===== src/rtl/stx_pkg.sv =====
package stx_pkg;

    typedef enum logic [1:0] {
        FMT_LJ_A = 2'b00,
        FMT_LJ_B = 2'b01,
        FMT_LJ_C = 2'b10,
        FMT_I2S  = 2'b11
    } fmt_e;

    function automatic logic fmt_is_i2s(input logic [1:0] code);
        return code == FMT_I2S;
    endfunction

    // word-clock level that marks the left half
    function automatic logic left_level(input logic [1:0] code);
        return !fmt_is_i2s(code);
    endfunction

endpackage


===== src/rtl/stx_sync.sv =====
module stx_sync #(
    parameter int WIDTH  = 2,
    parameter int STAGES = 2
) (
    input  logic             clk,
    input  logic             rst_n,
    input  logic [WIDTH-1:0] d_i,
    output logic [WIDTH-1:0] q_o
);
    typedef logic [STAGES-1:0][WIDTH-1:0] chain_t;

    chain_t chain_d, chain_q;

    always_comb begin
        chain_d = chain_q;
        chain_d[0] = d_i;
        for (int s = 1; s < STAGES; s++) begin
            chain_d[s] = chain_q[s-1];
        end
    end

    always_ff @(posedge clk or negedge rst_n) begin
        if (!rst_n) begin
            chain_q <= '0;
        end else begin
            chain_q <= chain_d;
        end
    end

    assign q_o = chain_q[STAGES-1];
endmodule


===== src/rtl/stx_frame.sv =====
module stx_frame
    import stx_pkg::*;
#(
    parameter int WIDTH = 24,
    parameter int CNT_W = 6
) (
    input  logic             clk,
    input  logic             rst_n,
    input  logic             bclk_s_i,
    input  logic             wclk_s_i,
    input  logic [1:0]       fmt_i,
    input  logic             src_sel_i,
    input  logic             tdm_en_i,
    input  logic [WIDTH-1:0] core_l_i,
    input  logic [WIDTH-1:0] core_r_i,
    input  logic [WIDTH-1:0] aux_l_i,
    input  logic [WIDTH-1:0] aux_r_i,
    output logic             fall_o,
    output logic             frame_start_o,
    output logic [CNT_W-1:0] cnt_o,
    output logic             left_o,
    output logic             valid_o,
    output logic             i2s_o,
    output logic [WIDTH-1:0] word_l_o,
    output logic [WIDTH-1:0] word_r_o
);
    localparam logic [CNT_W-1:0] CNT_MAX = '1;

    typedef struct packed {
        logic             bclk_prev;
        logic             wclk_last;
        logic [CNT_W-1:0] cnt;
        logic             left;
        logic             valid;
        logic [1:0]       fmt;
        logic [WIDTH-1:0] word_l;
        logic [WIDTH-1:0] word_r;
    } state_t;

    state_t st_d, st_q;
    logic   rise, fall, wclk_edge, start;
    logic   use_aux;

    always_comb begin
        st_d      = st_q;
        rise      = bclk_s_i && !st_q.bclk_prev;
        fall      = !bclk_s_i && st_q.bclk_prev;
        wclk_edge = rise && (wclk_s_i != st_q.wclk_last);
        start     = wclk_edge && (wclk_s_i == left_level(fmt_i));
        use_aux   = src_sel_i && !tdm_en_i;

        st_d.bclk_prev = bclk_s_i;

        if (rise) begin
            st_d.wclk_last = wclk_s_i;
            if (wclk_edge) begin
                st_d.cnt  = '0;
                st_d.left = start ? 1'b1
                                  : (wclk_s_i == left_level(st_q.fmt));
            end else if (st_q.cnt != CNT_MAX) begin
                st_d.cnt = st_q.cnt + 1'b1;
            end
        end

        if (start) begin
            st_d.valid  = 1'b1;
            st_d.fmt    = fmt_i;
            st_d.word_l = use_aux ? aux_l_i : core_l_i;
            st_d.word_r = use_aux ? aux_r_i : core_r_i;
        end
    end

    always_ff @(posedge clk or negedge rst_n) begin
        if (!rst_n) begin
            st_q <= '0;
        end else begin
            st_q <= st_d;
        end
    end

    assign fall_o        = fall;
    assign frame_start_o = start;
    assign cnt_o         = st_q.cnt;
    assign left_o        = st_q.left;
    assign valid_o       = st_q.valid;
    assign i2s_o         = fmt_is_i2s(st_q.fmt);
    assign word_l_o      = st_q.word_l;
    assign word_r_o      = st_q.word_r;

    // latched samples only move at a frame start
    a_r8_hold_words: assert property (@(posedge clk) disable iff (!rst_n)
        !start |=> ($stable(st_q.word_l) && $stable(st_q.word_r)));

    // a sampled word-clock change restarts the bit position
    a_r2_count_restart: assert property (@(posedge clk) disable iff (!rst_n)
        wclk_edge |=> (st_q.cnt == '0));
endmodule


===== src/rtl/stx_shift.sv =====
module stx_shift #(
    parameter int WIDTH = 24,
    parameter int CNT_W = 6
) (
    input  logic             clk,
    input  logic             rst_n,
    input  logic             fall_i,
    input  logic [CNT_W-1:0] cnt_i,
    input  logic             left_i,
    input  logic             valid_i,
    input  logic             i2s_i,
    input  logic [WIDTH-1:0] word_l_i,
    input  logic [WIDTH-1:0] word_r_i,
    output logic             sdo_o
);
    localparam int IDX_W = $clog2(WIDTH);
    localparam logic [CNT_W-1:0] LIMIT   = CNT_W'(WIDTH);
    localparam logic [IDX_W-1:0] TOP_IDX = IDX_W'(WIDTH - 1);

    logic             sdo_d, sdo_q;
    logic [CNT_W-1:0] pos;
    logic [IDX_W-1:0] idx;
    logic [WIDTH-1:0] word;
    logic             in_range;

    always_comb begin
        pos      = cnt_i - {{(CNT_W-1){1'b0}}, i2s_i};
        in_range = valid_i && (cnt_i >= {{(CNT_W-1){1'b0}}, i2s_i}) && (pos < LIMIT);
        idx      = TOP_IDX - pos[IDX_W-1:0];
        word     = left_i ? word_l_i : word_r_i;
        sdo_d    = sdo_q;
        if (fall_i) begin
            sdo_d = in_range ? word[idx] : 1'b0;
        end
    end

    always_ff @(posedge clk or negedge rst_n) begin
        if (!rst_n) begin
            sdo_q <= 1'b0;
        end else begin
            sdo_q <= sdo_d;
        end
    end

    assign sdo_o = sdo_q;

    // output moves only right after a bit-clock fall
    a_r9_move_on_fall: assert property (@(posedge clk) disable iff (!rst_n)
        (sdo_q != $past(sdo_q)) |-> $past(fall_i));
endmodule


===== src/rtl/stx_serial_tx.sv =====
module stx_serial_tx #(
    parameter int WIDTH       = 24,
    parameter int CNT_W       = 6,
    parameter int SYNC_STAGES = 2
) (
    input  logic             clk,
    input  logic             rst_n,
    input  logic             bclk_i,
    input  logic             wclk_i,
    input  logic [1:0]       fmt_i,
    input  logic             src_sel_i,
    input  logic             tdm_en_i,
    input  logic [WIDTH-1:0] core_l_i,
    input  logic [WIDTH-1:0] core_r_i,
    input  logic [WIDTH-1:0] aux_l_i,
    input  logic [WIDTH-1:0] aux_r_i,
    output logic             sdo_o
);
    logic [1:0]       clk_s;
    logic             fall, frame_start, left, valid, i2s;
    logic [CNT_W-1:0] cnt;
    logic [WIDTH-1:0] word_l, word_r;

    stx_sync #(.WIDTH(2), .STAGES(SYNC_STAGES)) sync_i (
        .clk   (clk),
        .rst_n (rst_n),
        .d_i   ({wclk_i, bclk_i}),
        .q_o   (clk_s)
    );

    stx_frame #(.WIDTH(WIDTH), .CNT_W(CNT_W)) frame_i (
        .clk           (clk),
        .rst_n         (rst_n),
        .bclk_s_i      (clk_s[0]),
        .wclk_s_i      (clk_s[1]),
        .fmt_i         (fmt_i),
        .src_sel_i     (src_sel_i),
        .tdm_en_i      (tdm_en_i),
        .core_l_i      (core_l_i),
        .core_r_i      (core_r_i),
        .aux_l_i       (aux_l_i),
        .aux_r_i       (aux_r_i),
        .fall_o        (fall),
        .frame_start_o (frame_start),
        .cnt_o         (cnt),
        .left_o        (left),
        .valid_o       (valid),
        .i2s_o         (i2s),
        .word_l_o      (word_l),
        .word_r_o      (word_r)
    );

    stx_shift #(.WIDTH(WIDTH), .CNT_W(CNT_W)) shift_i (
        .clk      (clk),
        .rst_n    (rst_n),
        .fall_i   (fall),
        .cnt_i    (cnt),
        .left_i   (left),
        .valid_i  (valid),
        .i2s_i    (i2s),
        .word_l_i (word_l),
        .word_r_i (word_r),
        .sdo_o    (sdo_o)
    );

    // nothing is sent before the first frame start
    a_r1_quiet_before_frame: assert property (@(posedge clk) disable iff (!rst_n)
        !valid |-> !sdo_o);

    // multiplexed mode captures the internal left sample
    a_r7_tdm_core_left: assert property (@(posedge clk) disable iff (!rst_n)
        (frame_start && tdm_en_i) |=> (word_l == $past(core_l_i)));

    a_r7_tdm_core_right: assert property (@(posedge clk) disable iff (!rst_n)
        (frame_start && tdm_en_i) |=> (word_r == $past(core_r_i)));
endmodule


===== config.mk =====
export PLATFORM = sky130hd
export DESIGN_NAME = stx_serial_tx
export DESIGN_NICKNAME = d
export VERILOG_FILES = /design/src/rtl/stx_pkg.sv /design/src/rtl/stx_sync.sv /design/src/rtl/stx_frame.sv /design/src/rtl/stx_shift.sv /design/src/rtl/stx_serial_tx.sv
export SDC_FILE = /design/constraint.sdc
export NUM_CORES = 1
export LEC_CHECK = 0
export BUFFER_PORTS_ARGS = -buffer_cell sky130_fd_sc_hd__buf_2
export CORE_MARGIN = 8
export CORE_UTILIZATION = 50
export CTS_CLUSTER_DIAMETER = 50
export DETAILED_ROUTE_END_ITERATION = 8
export GPL_ROUTABILITY_DRIVEN = 1
export HOLD_SLACK_MARGIN = 0.02
export PLACE_DENSITY_LB_ADDON = 0.2
export RECOVER_POWER = 25
export SYNTH_ARGS = -nofsm -noshare
export SYNTH_HDL_FRONTEND = slang
export SYNTH_SLANG_ARGS = --single-unit

===== constraint.sdc =====
create_clock -name clk -period 2.9 [get_ports clk]
set_input_delay 0.29 -clock clk [delete_from_list [all_inputs] [get_ports clk]]
set_output_delay 0.29 -clock clk [all_outputs]
set_load 0.05 [all_outputs]

==> results.sh, run 1 <==
export IMPL_ys_flop_type="dfrtp_1"
export IMPL_crit_path_max_fanout=9
export IMPL_cts_sinks=65
export IMPL_netlist_area_leader_share_pct=46.4
export IMPL_hold_violations=0
export IMPL_tns_ns=0
export IMPL_synth_area_leaders="dfrtp_1 (46%), mux2i_1 (14%), o21ai_0 (7.1%)"
export IMPL_yosysSeqAreaShare_pct=46.4
export IMPL_tightest_slew_ns=2.25
export IMPL_nFillCells=586
export IMPL_fin_skew_ns=0.0102
export IMPL_cts_resized=0
export IMPL_yosys_cell_count_top_type="dfrtp_1"
export IMPL_crit_chain="and2_1 > ha_1 > ha_1 > or2_2 > o22ai_1 > o41ai_1 > nor2_1 > o41ai_1"
export IMPL_clk_pin_slew_ns=0.07
export IMPL_drv_cap=1
export IMPL_synthArstFlopShare_pct=100
export IMPL_arrival_ns=2.66
export IMPL_dieWidth_um=99.7
export IMPL_drt_antenna_violating_nets=0
export IMPL_cts_made_buffers=9
export IMPL_slowest_stage="ha_1"
export IMPL_final_min_clock_period_ns=2.43
export IMPL_dp_hpwl_um=6060
export IMPL_diodes=0
export IMPL_synth_top_area_cell="dfrtp_1"
export IMPL_h_tree_depth=3
export IMPL_dieArea_um2=9940
export IMPL_synth_commonest_cells="dfrtp_1 (65), nand2_1 (57), mux2i_1 (50), o21ai_0 (50)"
export IMPL_syn_area_per_cell_um2=10.2
export IMPL_required_ns=3.13
export IMPL_syn_num_nets=449
export IMPL_p_per_area_nw_per_um2=767
export IMPL_cts_tree="yes"
export IMPL_setup_ws_ns=0.472
export IMPL_ys_ff_latch=65
export IMPL_path_buf_inv=0
export IMPL_cpLargestDelayFamily="compound AO/OA/AOI/OAI gates"
export IMPL_crit_path_end_kind="register"
export IMPL_hold_class="in -> reg"
export IMPL_place_ws_ns=0.512
export IMPL_relSlewSlack_pct=-49.9
export IMPL_leakagePower_nw=2.37
export IMPL_core_area_um2=6790
export IMPL_vias=2727
export IMPL_finalPower_mw=3.35
export IMPL_grt_overflow=0
export IMPL_synth_edf_count=0
export IMPL_max_freq_ghz=0.412
export IMPL_start_kind="register"
export IMPL_track_usage_pct=17.3
export IMPL_first_global_vias=2940
export IMPL_die_y_um=99.7
export IMPL_drv_slew=43
export IMPL_netlist_instances=342
export IMPL_rsz0062_at_grt="no"
export IMPL_start_util_pct=51.5
export IMPL_drcViolationCount=0
export IMPL_drt_iter0_markers=87
export IMPL_cts_setup_buffers=0
export IMPL_clockRootBuffer="clkbuf_8"
export IMPL_yosysUniqueCellTypes=37
export IMPL_yosysWarnings=0
export IMPL_grt_pass1_wl_um=13700
export IMPL_rows=30
export IMPL_grt_max_degree=58
export IMPL_hold_buffers=0
export IMPL_clock_path_buffers=2
export IMPL_clk_latency_ns=0.34
export IMPL_gp_congestion=0.795
export IMPL_vdd_drop_max_mv=0.439
export IMPL_wire_per_inst_um=15.0
export IMPL_syn_to_final_growth_pct=24.8
export IMPL_fin_crit_sh_pct=83.7
export IMPL_dr_pass1_iters=4
export IMPL_synth_cell_area_um2=3500
export IMPL_fin_nets=547
export IMPL_drive_gt1_share_pct=30.6
export IMPL_path_class="reg -> reg"
export IMPL_violations="capacitance limit, slew limit"
export IMPL_ioPinCount=105
export IMPL_stdcell_count=541
export IMPL_outcome="finished, violations left"
export IMPL_io_buffers=104
export IMPL_placed_cells=525
export IMPL_vias_per_cell=5.04
export IMPL_antenna_found_initial=0
export IMPL_setup_violations=0
export IMPL_wirelength_um=8090
export IMPL_slowest_delay_ns=0.48
-- registers in the layout (all words and copies together), names as in the netlist --
| signal | count |
|---|---|
| frame_i.st_q | 4 |
| sync_i.chain_d | 2 |
| frame_i.cnt_o | 6 |
| frame_i.left_o | 1 |
| frame_i.word_l_o | 24 |
| shift_i.sdo_o | 1 |
| frame_i.valid_o | 1 |
| frame_i.word_r_o | 24 |
| sync_i.q_o | 2 |
-- through the flow --
step	hold WS [ns]	util, %	area [um2]
floorplan	-0.00559	-	3500
global placement	0.333	60.4	4100
detailed placement	0.337	60.4	4100
CTS	0.0291	64.3	4370
global route	0.0330	64.3	4370
finish	0.0461	64.3	4370
-- cells in the final DEF, fill, tap and decap left out, types with 3 or more instances in the layout --
cell / Yosys / routed
a21oi_1: 7 / 7
and3_1: 3 / 3
buf_2: 4 / 103
buf_4: 0 / 5
bufinv_16: 0 / 4
clkbuf_8: 0 / 9
dfrtp_1: 65 / 65
ha_1: 3 / 3
inv_1: 6 / 6
mux2_1: 4 / 4
mux2_2: 5 / 5
mux2i_1: 50 / 50
mux4_1: 6 / 6
nand2_1: 57 / 56
nand2b_1: 6 / 5
nor2_1: 17 / 17
nor3b_1: 4 / 4
o21ai_0: 50 / 50
o22ai_1: 5 / 5
xnor2_1: 3 / 3
xor2_1: 6 / 6
-- final cells by class --
cell class / count / area, um2 / area share [%]
clock buffers: 9 / 124 / 2.84
repair buffers: 111 / 597 / 13.7
well taps: 96 / 120 / 2.75
flip-flops and latches: 65 / 1630 / 37.2
clock inverters: 7 / 143 / 3.26
inverters: 6 / 22.5 / 0.515
multi-input cells: 247 / 1740 / 39.7
-- power by group --
group	leakage (nW)	internal, mW	switching, mW
Combinational	1.42	0.478	0.484
Clock	0.133	0.659	0.363
Sequential	0.814	1.19	0.182
Total	2.37	2.32	1.03
-- final timing paths --
check | endpoint | cells past startpoint | from | slack [ns]
max | shift_i.sdo_o | 8 | frame_i.st_q[48] | 0.47
min | sync_i.chain_d[2] | 1 | bclk_i | 0.05
max reg2reg | shift_i.sdo_o | 8 | frame_i.st_q[48] | 0.47
min reg2reg | sync_i.q_o[1] | 0 | sync_i.chain_d[3] | 0.35
max in group asynchronous | frame_i.word_r_o[0] | 1 | rst_n | 1.00
min in group asynchronous | frame_i.word_l_o[7] | 1 | rst_n | 0.61
-- cell families (layout without fill, tap and decap cells) --
| family | Yosys count | count (layout) | synth area share, % |
|---|---|---|---|
| simple gates | 95 | 95 | 11.8 |
| compound gates | 73 | 73 | 11.5 |
| mux | 66 | 66 | 22.3 |
| flops | 65 | 65 | 46.4 |
| buf+inv | 30 | 133 | 4.11 |
| xor+xnor | 10 | 10 | 2.72 |
| fa+ha+maj | 3 | 3 | 1.07 |
-- metal layers --
metal	GRT usage, %	share of wire [%]	vias to the layer above
met1	21.5	45	1227
met3	4.96	6.5	11
met5	0	0	-
met2	27.0	46	93
li1	-	-	1396
met4	8.15	1.9	0
No activity file was read; power rests on OpenSTA's default activity.
==> inputs of run 2 (changes only) <==
--- a/config.mk
+++ b/config.mk
@@ -7,7 +7,7 @@
 export LEC_CHECK = 0
 export BUFFER_PORTS_ARGS = -buffer_cell sky130_fd_sc_hd__buf_2
 export CORE_MARGIN = 8
-export CORE_UTILIZATION = 50
+export CORE_UTILIZATION = 47
 export CTS_CLUSTER_DIAMETER = 50
 export DETAILED_ROUTE_END_ITERATION = 8
 export GPL_ROUTABILITY_DRIVEN = 1
==> constraint.sdc (replaced) <==
create_clock -name clk -period 2.2 [get_ports clk]
set_input_delay 0.22 -clock clk [delete_from_list [all_inputs] [get_ports clk]]
set_output_delay 0.22 -clock clk [all_outputs]
set_load 0.05 [all_outputs]
==> run 2 against run 1 <==
- the run now ends clean
- sequential share of layout area down 1.1 points
- maximum frequency increased by 13%
- design area grew 3.0%
- worst setup slack worse by 0.41 ns
- cell count is 3.1% higher
- clock skew grew 0.0011 ns
- sequential cell count is the same
- combinational power grew 49%
- critical endpoint unchanged
==> results.sh, run 2 (synthesized netlist as in run 1, its figures left out) <==
export IMPL_outcome="complete, no violations"
export IMPL_p_per_area_nw_per_um2=967
export IMPL_dp_hpwl_um=6070
export IMPL_core_area_um2=7250
export IMPL_layout_common_cells="buf_2 (103), dfrtp_1 (65), nand2_1 (56)"
export IMPL_drt_antenna_violating_nets=0
export IMPL_start_util_pct=48.3
export IMPL_track_usage_pct=16.1
export IMPL_clk_latency_ns=0.34
export IMPL_syn_to_final_growth_pct=28.5
export IMPL_gp_congestion=0.853
export IMPL_die_y_um=102
export IMPL_antenna_found_initial=0
export IMPL_dr_pass1_iters=4
export IMPL_placed_cells=530
export IMPL_crit_path_end_kind="register"
export IMPL_p_seq_share_pct=41.5
export IMPL_dieArea_um2=10500
export IMPL_p_int_mw=2.98
export IMPL_drive_gt1_share_pct=33.3
export IMPL_min_to="frame_i.word_r_o[22]"
export IMPL_r2r_start="frame_i.st_q[49]"
export IMPL_wirelength_um=8280
export IMPL_rows=31
export IMPL_power_switching_mw=1.37
export IMPL_vdd_drop_max_mv=0.461
export IMPL_fin_crit_sh_pct=97.4
export IMPL_max_freq_ghz=0.467
export IMPL_rr_worst_depth=8
export IMPL_required_ns=2.42
export IMPL_arrival_ns=2.36
export IMPL_cts_made_buffers=9
export IMPL_cts_tree="yes"
export IMPL_p_sw_share_pct=31.6
export IMPL_min_path_cells=3
export IMPL_relSlewSlack_pct=48.6
export IMPL_tightest_slew_ns=0.771
export IMPL_clock_path_buffers=2
export IMPL_fin_skew_ns=0.0113
export IMPL_ioPinCount=105
export IMPL_path_class="reg -> reg"
export IMPL_crit_path_max_fanout=4
export IMPL_wire_per_inst_um=14.8
export IMPL_grt_max_degree=66
export IMPL_io_buffers=104
export IMPL_drv_slew=0
export IMPL_leakagePower_nw=2.43
export IMPL_grt_pass1_wl_um=13200
export IMPL_first_global_vias=2884
export IMPL_drv_cap=0
export IMPL_setup_ws_ns=0.0578
export IMPL_place_ws_ns=0.00491
export IMPL_h_tree_depth=3
export IMPL_p_clk_share_pct=25.6
export IMPL_hold_violations=0
export IMPL_drcViolationCount=0
export IMPL_cts_sinks=65
export IMPL_final_min_clock_period_ns=2.14
export IMPL_final_common_cell="buf_2"
export IMPL_vias=2818
export IMPL_hold_start="aux_r_i[22]"
export IMPL_drt_iter0_markers=63
export IMPL_start_kind="register"
export IMPL_setup_violations=0
export IMPL_diodes=0
export IMPL_clk_pin_slew_ns=0.07
export IMPL_clockRootBuffer="clkbuf_8"
export IMPL_dieWidth_um=102
export IMPL_hold_class="in -> reg"
export IMPL_fin_nets=561
export IMPL_reg2reg_to="shift_i.sdo_o"
export IMPL_combPwrFrac_pct=32.9
export IMPL_vias_per_cell=5.05
export IMPL_stdcell_count=558
export IMPL_grt_overflow=0
export IMPL_r2r_slack_ns=0.06
run 2: power by group through the flow:
| stage | Combinational (mW) | Clock (mW) | Sequential (mW) |
|---|---|---|---|
| after CTS | 1.37 | 1.13 | 1.80 |
| after global routing | 1.61 | 1.17 | 1.86 |
| after floorplan | 1.00 | 0 | 1.74 |
| after detailed placement | 1.34 | 0 | 1.82 |
| after global placement | 1.30 | 0 | 1.83 |
| final | 1.43 | 1.11 | 1.81 |
run 2: worst max-delay path by stage:
| stage | endpoint | slack [ns] | startpoint |
|---|---|---|---|
| 2_1_floorplan | shift_i.sdo_o | 0.03 | frame_i.st_q[48] |
| 6_report | shift_i.sdo_o | 0.06 | frame_i.st_q[49] |
| 3_3_place_gp | shift_i.sdo_o | 0.06 | frame_i.st_q[48] |
| 5_1_grt | shift_i.sdo_o | -0.01 | frame_i.st_q[48] |
| 3_5_place_dp | shift_i.sdo_o | 0.005 | frame_i.st_q[48] |
| 4_1_cts | shift_i.sdo_o | 0.005 | frame_i.st_q[48] |
run 2: metal layers:
| metal | global-route usage (%) | share of wire (%) |
|---|---|---|
| met4 | 6.88 | 1.6 |
| met1 | 21.7 | 47 |
| met2 | 24.2 | 45 |
| met3 | 3.68 | 6.3 |
| met5 | 0 | 0 |
run 2: layout make-up:
| type | instances | area [um2] |
|---|---|---|
| clock buffer | 11 | 141 |
| clock inverter | 5 | 78.8 |
| fill | 612 | 2750 |
| inverter | 6 | 22.5 |
| multi-input combinational | 247 | 1780 |
| sequential | 65 | 1630 |
| tap | 99 | 124 |
| timing repair buffer | 125 | 724 |
run 2: critical path, stage by stage, from the launching register on:
cell      delay, ns
dfrtp_1        0.41
and2_4         0.16
ha_4           0.17
ha_4           0.18
xnor2_4        0.18
mux4_2         0.33
a311o_1        0.29
a311oi_2       0.19
o41ai_1        0.11
run 2: stage by stage:
stage	total power [mW]	utilization (%)	TNS, ns	instance area (um2)	hold slack (ns)
after detailed placement	3.17	57.5	0	4170	0.312
after global placement	3.13	57.5	0	4170	0.317
after floorplan	2.75	-	0	3540	-0.0756
after global routing	4.64	62.0	-0.0136	4500	0.161
final	4.35	62.0	0	4500	0.158
after CTS	4.30	61.2	0	4440	0.156
run 2: timing repair:
action	4_1_cts	5_1_grt
gates resized for setup	0	3
setup endpoints to repair	1	1
hold endpoints to repair	32	0
hold buffers	3	0
pin swaps	3	6
buffers inserted	2	7
gates cloned	0	0
==> inputs of run 3 (changes only) <==
--- a/config.mk
+++ b/config.mk
@@ -6,6 +6,7 @@
 export NUM_CORES = 1
 export LEC_CHECK = 0
 export BUFFER_PORTS_ARGS = -buffer_cell sky130_fd_sc_hd__buf_2
+export CORE_ASPECT_RATIO = 1.2
 export CORE_MARGIN = 8
 export CORE_UTILIZATION = 47
 export CTS_CLUSTER_DIAMETER = 50
==> run 3 against run 2 <==
- non-clock buffer count down 4
- clock power fell by 9%
- wire length is 1.6% lower
- design area down 1.2%
- largest power group unchanged
==> results.sh, run 3 (synthesized netlist as in run 1, its figures left out) <==
export IMPL_p_sw_share_pct=32.9
export IMPL_track_usage_pct=16.2
export IMPL_fin_skew_ns=0.00717
export IMPL_vias_per_cell=5.06
export IMPL_final_common_cell="buf_2"
export IMPL_required_ns=2.43
export IMPL_clockRootBuffer="clkbuf_8"
export IMPL_clk_latency_ns=0.34
export IMPL_rows=34
export IMPL_tightest_slew_ns=1.18
export IMPL_hold_class="in -> reg"
export IMPL_outcome="complete, no violations"
export IMPL_p_per_area_nw_per_um2=956
export IMPL_nFillCells=612
export IMPL_combPwrFrac_pct=33.2
export IMPL_layout_common_cells="buf_2 (103), dfrtp_1 (65), nand2_1 (56)"
export IMPL_fin_area_um2=4450
export IMPL_dpl_instance_area_um2=4140
export IMPL_dieWidth_um=94.8
export IMPL_drive_gt1_share_pct=33.4
export IMPL_grt_overflow=0
export IMPL_dp_hpwl_um=6100
export IMPL_drv_cap=0
export IMPL_cts_sinks=65
export IMPL_hold_slack_ns=0.159
export IMPL_crit_path_max_fanout=6
export IMPL_ioPinCount=105
export IMPL_cts_made_buffers=9
export IMPL_die_y_um=111
export IMPL_clk_pin_slew_ns=0.08
export IMPL_setup_violations=0
export IMPL_crit_path_end_kind="register"
export IMPL_fin_crit_sh_pct=97.8
export IMPL_grt_pass1_wl_um=13600
export IMPL_cts_tree="yes"
export IMPL_power_switching_mw=1.40
export IMPL_leakagePower_nw=2.40
export IMPL_syn_to_final_growth_pct=26.9
export IMPL_finalPower_mw=4.25
export IMPL_path_class="reg -> reg"
export IMPL_first_global_vias=2979
export IMPL_gp_congestion=0.845
export IMPL_dr_pass1_iters=4
export IMPL_io_buffers=104
export IMPL_diodes=0
export IMPL_start_util_pct=48.4
export IMPL_p_int_mw=2.85
export IMPL_vias=2757
export IMPL_drcViolationCount=0
export IMPL_arrival_ns=2.38
export IMPL_tns_ns=0
export IMPL_grt_max_degree=98
export IMPL_clock_path_buffers=2
export IMPL_setup_ws_ns=0.0485
export IMPL_wire_per_inst_um=14.9
export IMPL_wirelength_um=8140
export IMPL_h_tree_depth=3
export IMPL_hold_violations=0
export IMPL_core_area_um2=7230
export IMPL_relSlewSlack_pct=21.3
export IMPL_p_seq_share_pct=43.1
export IMPL_fin_nets=557
export IMPL_p_clk_share_pct=23.8
export IMPL_final_min_clock_period_ns=2.15
export IMPL_drt_iter0_markers=110
export IMPL_start_kind="register"
export IMPL_antenna_found_initial=0
export IMPL_rsz0062_at_grt="yes"
export IMPL_max_freq_ghz=0.465
export IMPL_vdd_drop_max_mv=0.498
export IMPL_drt_antenna_violating_nets=0
export IMPL_place_ws_ns=0.00686
export IMPL_drv_slew=0
export IMPL_dieArea_um2=10500
-- run 3: worst paths after layout --
| kind | startpoint | to | slack (ns) | depth (start not counted) |
|---|---|---|---|---|
| setup / recovery | frame_i.st_q[49] | shift_i.sdo_o | 0.05 | 9 |
| hold / removal | aux_r_i[11] | frame_i.word_r_o[11] | 0.16 | 3 |
| setup reg to reg | frame_i.st_q[49] | shift_i.sdo_o | 0.05 | 9 |
| hold reg to reg | sync_i.chain_d[3] | sync_i.q_o[1] | 0.35 | 0 |
| max in group asynchronous | rst_n | frame_i.valid_o | 0.53 | 3 |
| min in group asynchronous | rst_n | frame_i.st_q[59] | 0.63 | 2 |
-- run 3: layout make-up --
type                    instances  area, um2  area share (%)
multi-input cells             247       1810            40.6
flip-flops and latches         65       1630            36.6
repair buffers                121        681            15.3
clock buffers                  11        141            3.18
well taps                      90        113            2.53
clock inverters                 5       55.1            1.24
inverters                       6       22.5           0.507
-- run 3: repair_timing --
action | 4_1_cts | 5_1_grt
pin swaps | 3 | 6
hold buffers | 3 | 0
resized for setup | 0 | 8
setup buffers | 3 | 3
setup endpoints to repair | 1 | 1
endpoints found under the hold margin | 23 | 0
-- run 3: metal layers --
layer / up-vias / track usage (%) / part of all wire, %
li1: 1418 / - / -
met1: 1259 / 19.7 / 43
met2: 66 / 26.6 / 51
met3: 14 / 3.52 / 4.4
met4: 0 / 6.89 / 1.8
met5: - / 0 / 0
-- run 3: per-stage QoR --
step	util, %	instances
finish	61.5	545
global route	61.5	545
CTS	60.7	542
detailed placement	57.2	520
global placement	57.2	520
floorplan	-	342
-- run 3: critical path: stages (launching register included) --
cell	delay, ns
dfrtp_1	0.39
and2_4	0.17
ha_4	0.18
ha_4	0.18
xnor2_4	0.14
buf_6	0.14
o21ai_2	0.06
o31ai_2	0.26
o221ai_1	0.15
o41ai_1	0.36
-- run 3: power groups by stage --
stage	sequential [mW]	clock [mW]	combinational [mW]
2_1_floorplan	1.74	0	1.00
6_report	1.83	1.01	1.41
3_5_place_dp	1.85	0	1.30
5_1_grt	1.88	1.08	1.60
3_3_place_gp	1.84	0	1.25
4_1_cts	1.83	1.03	1.32
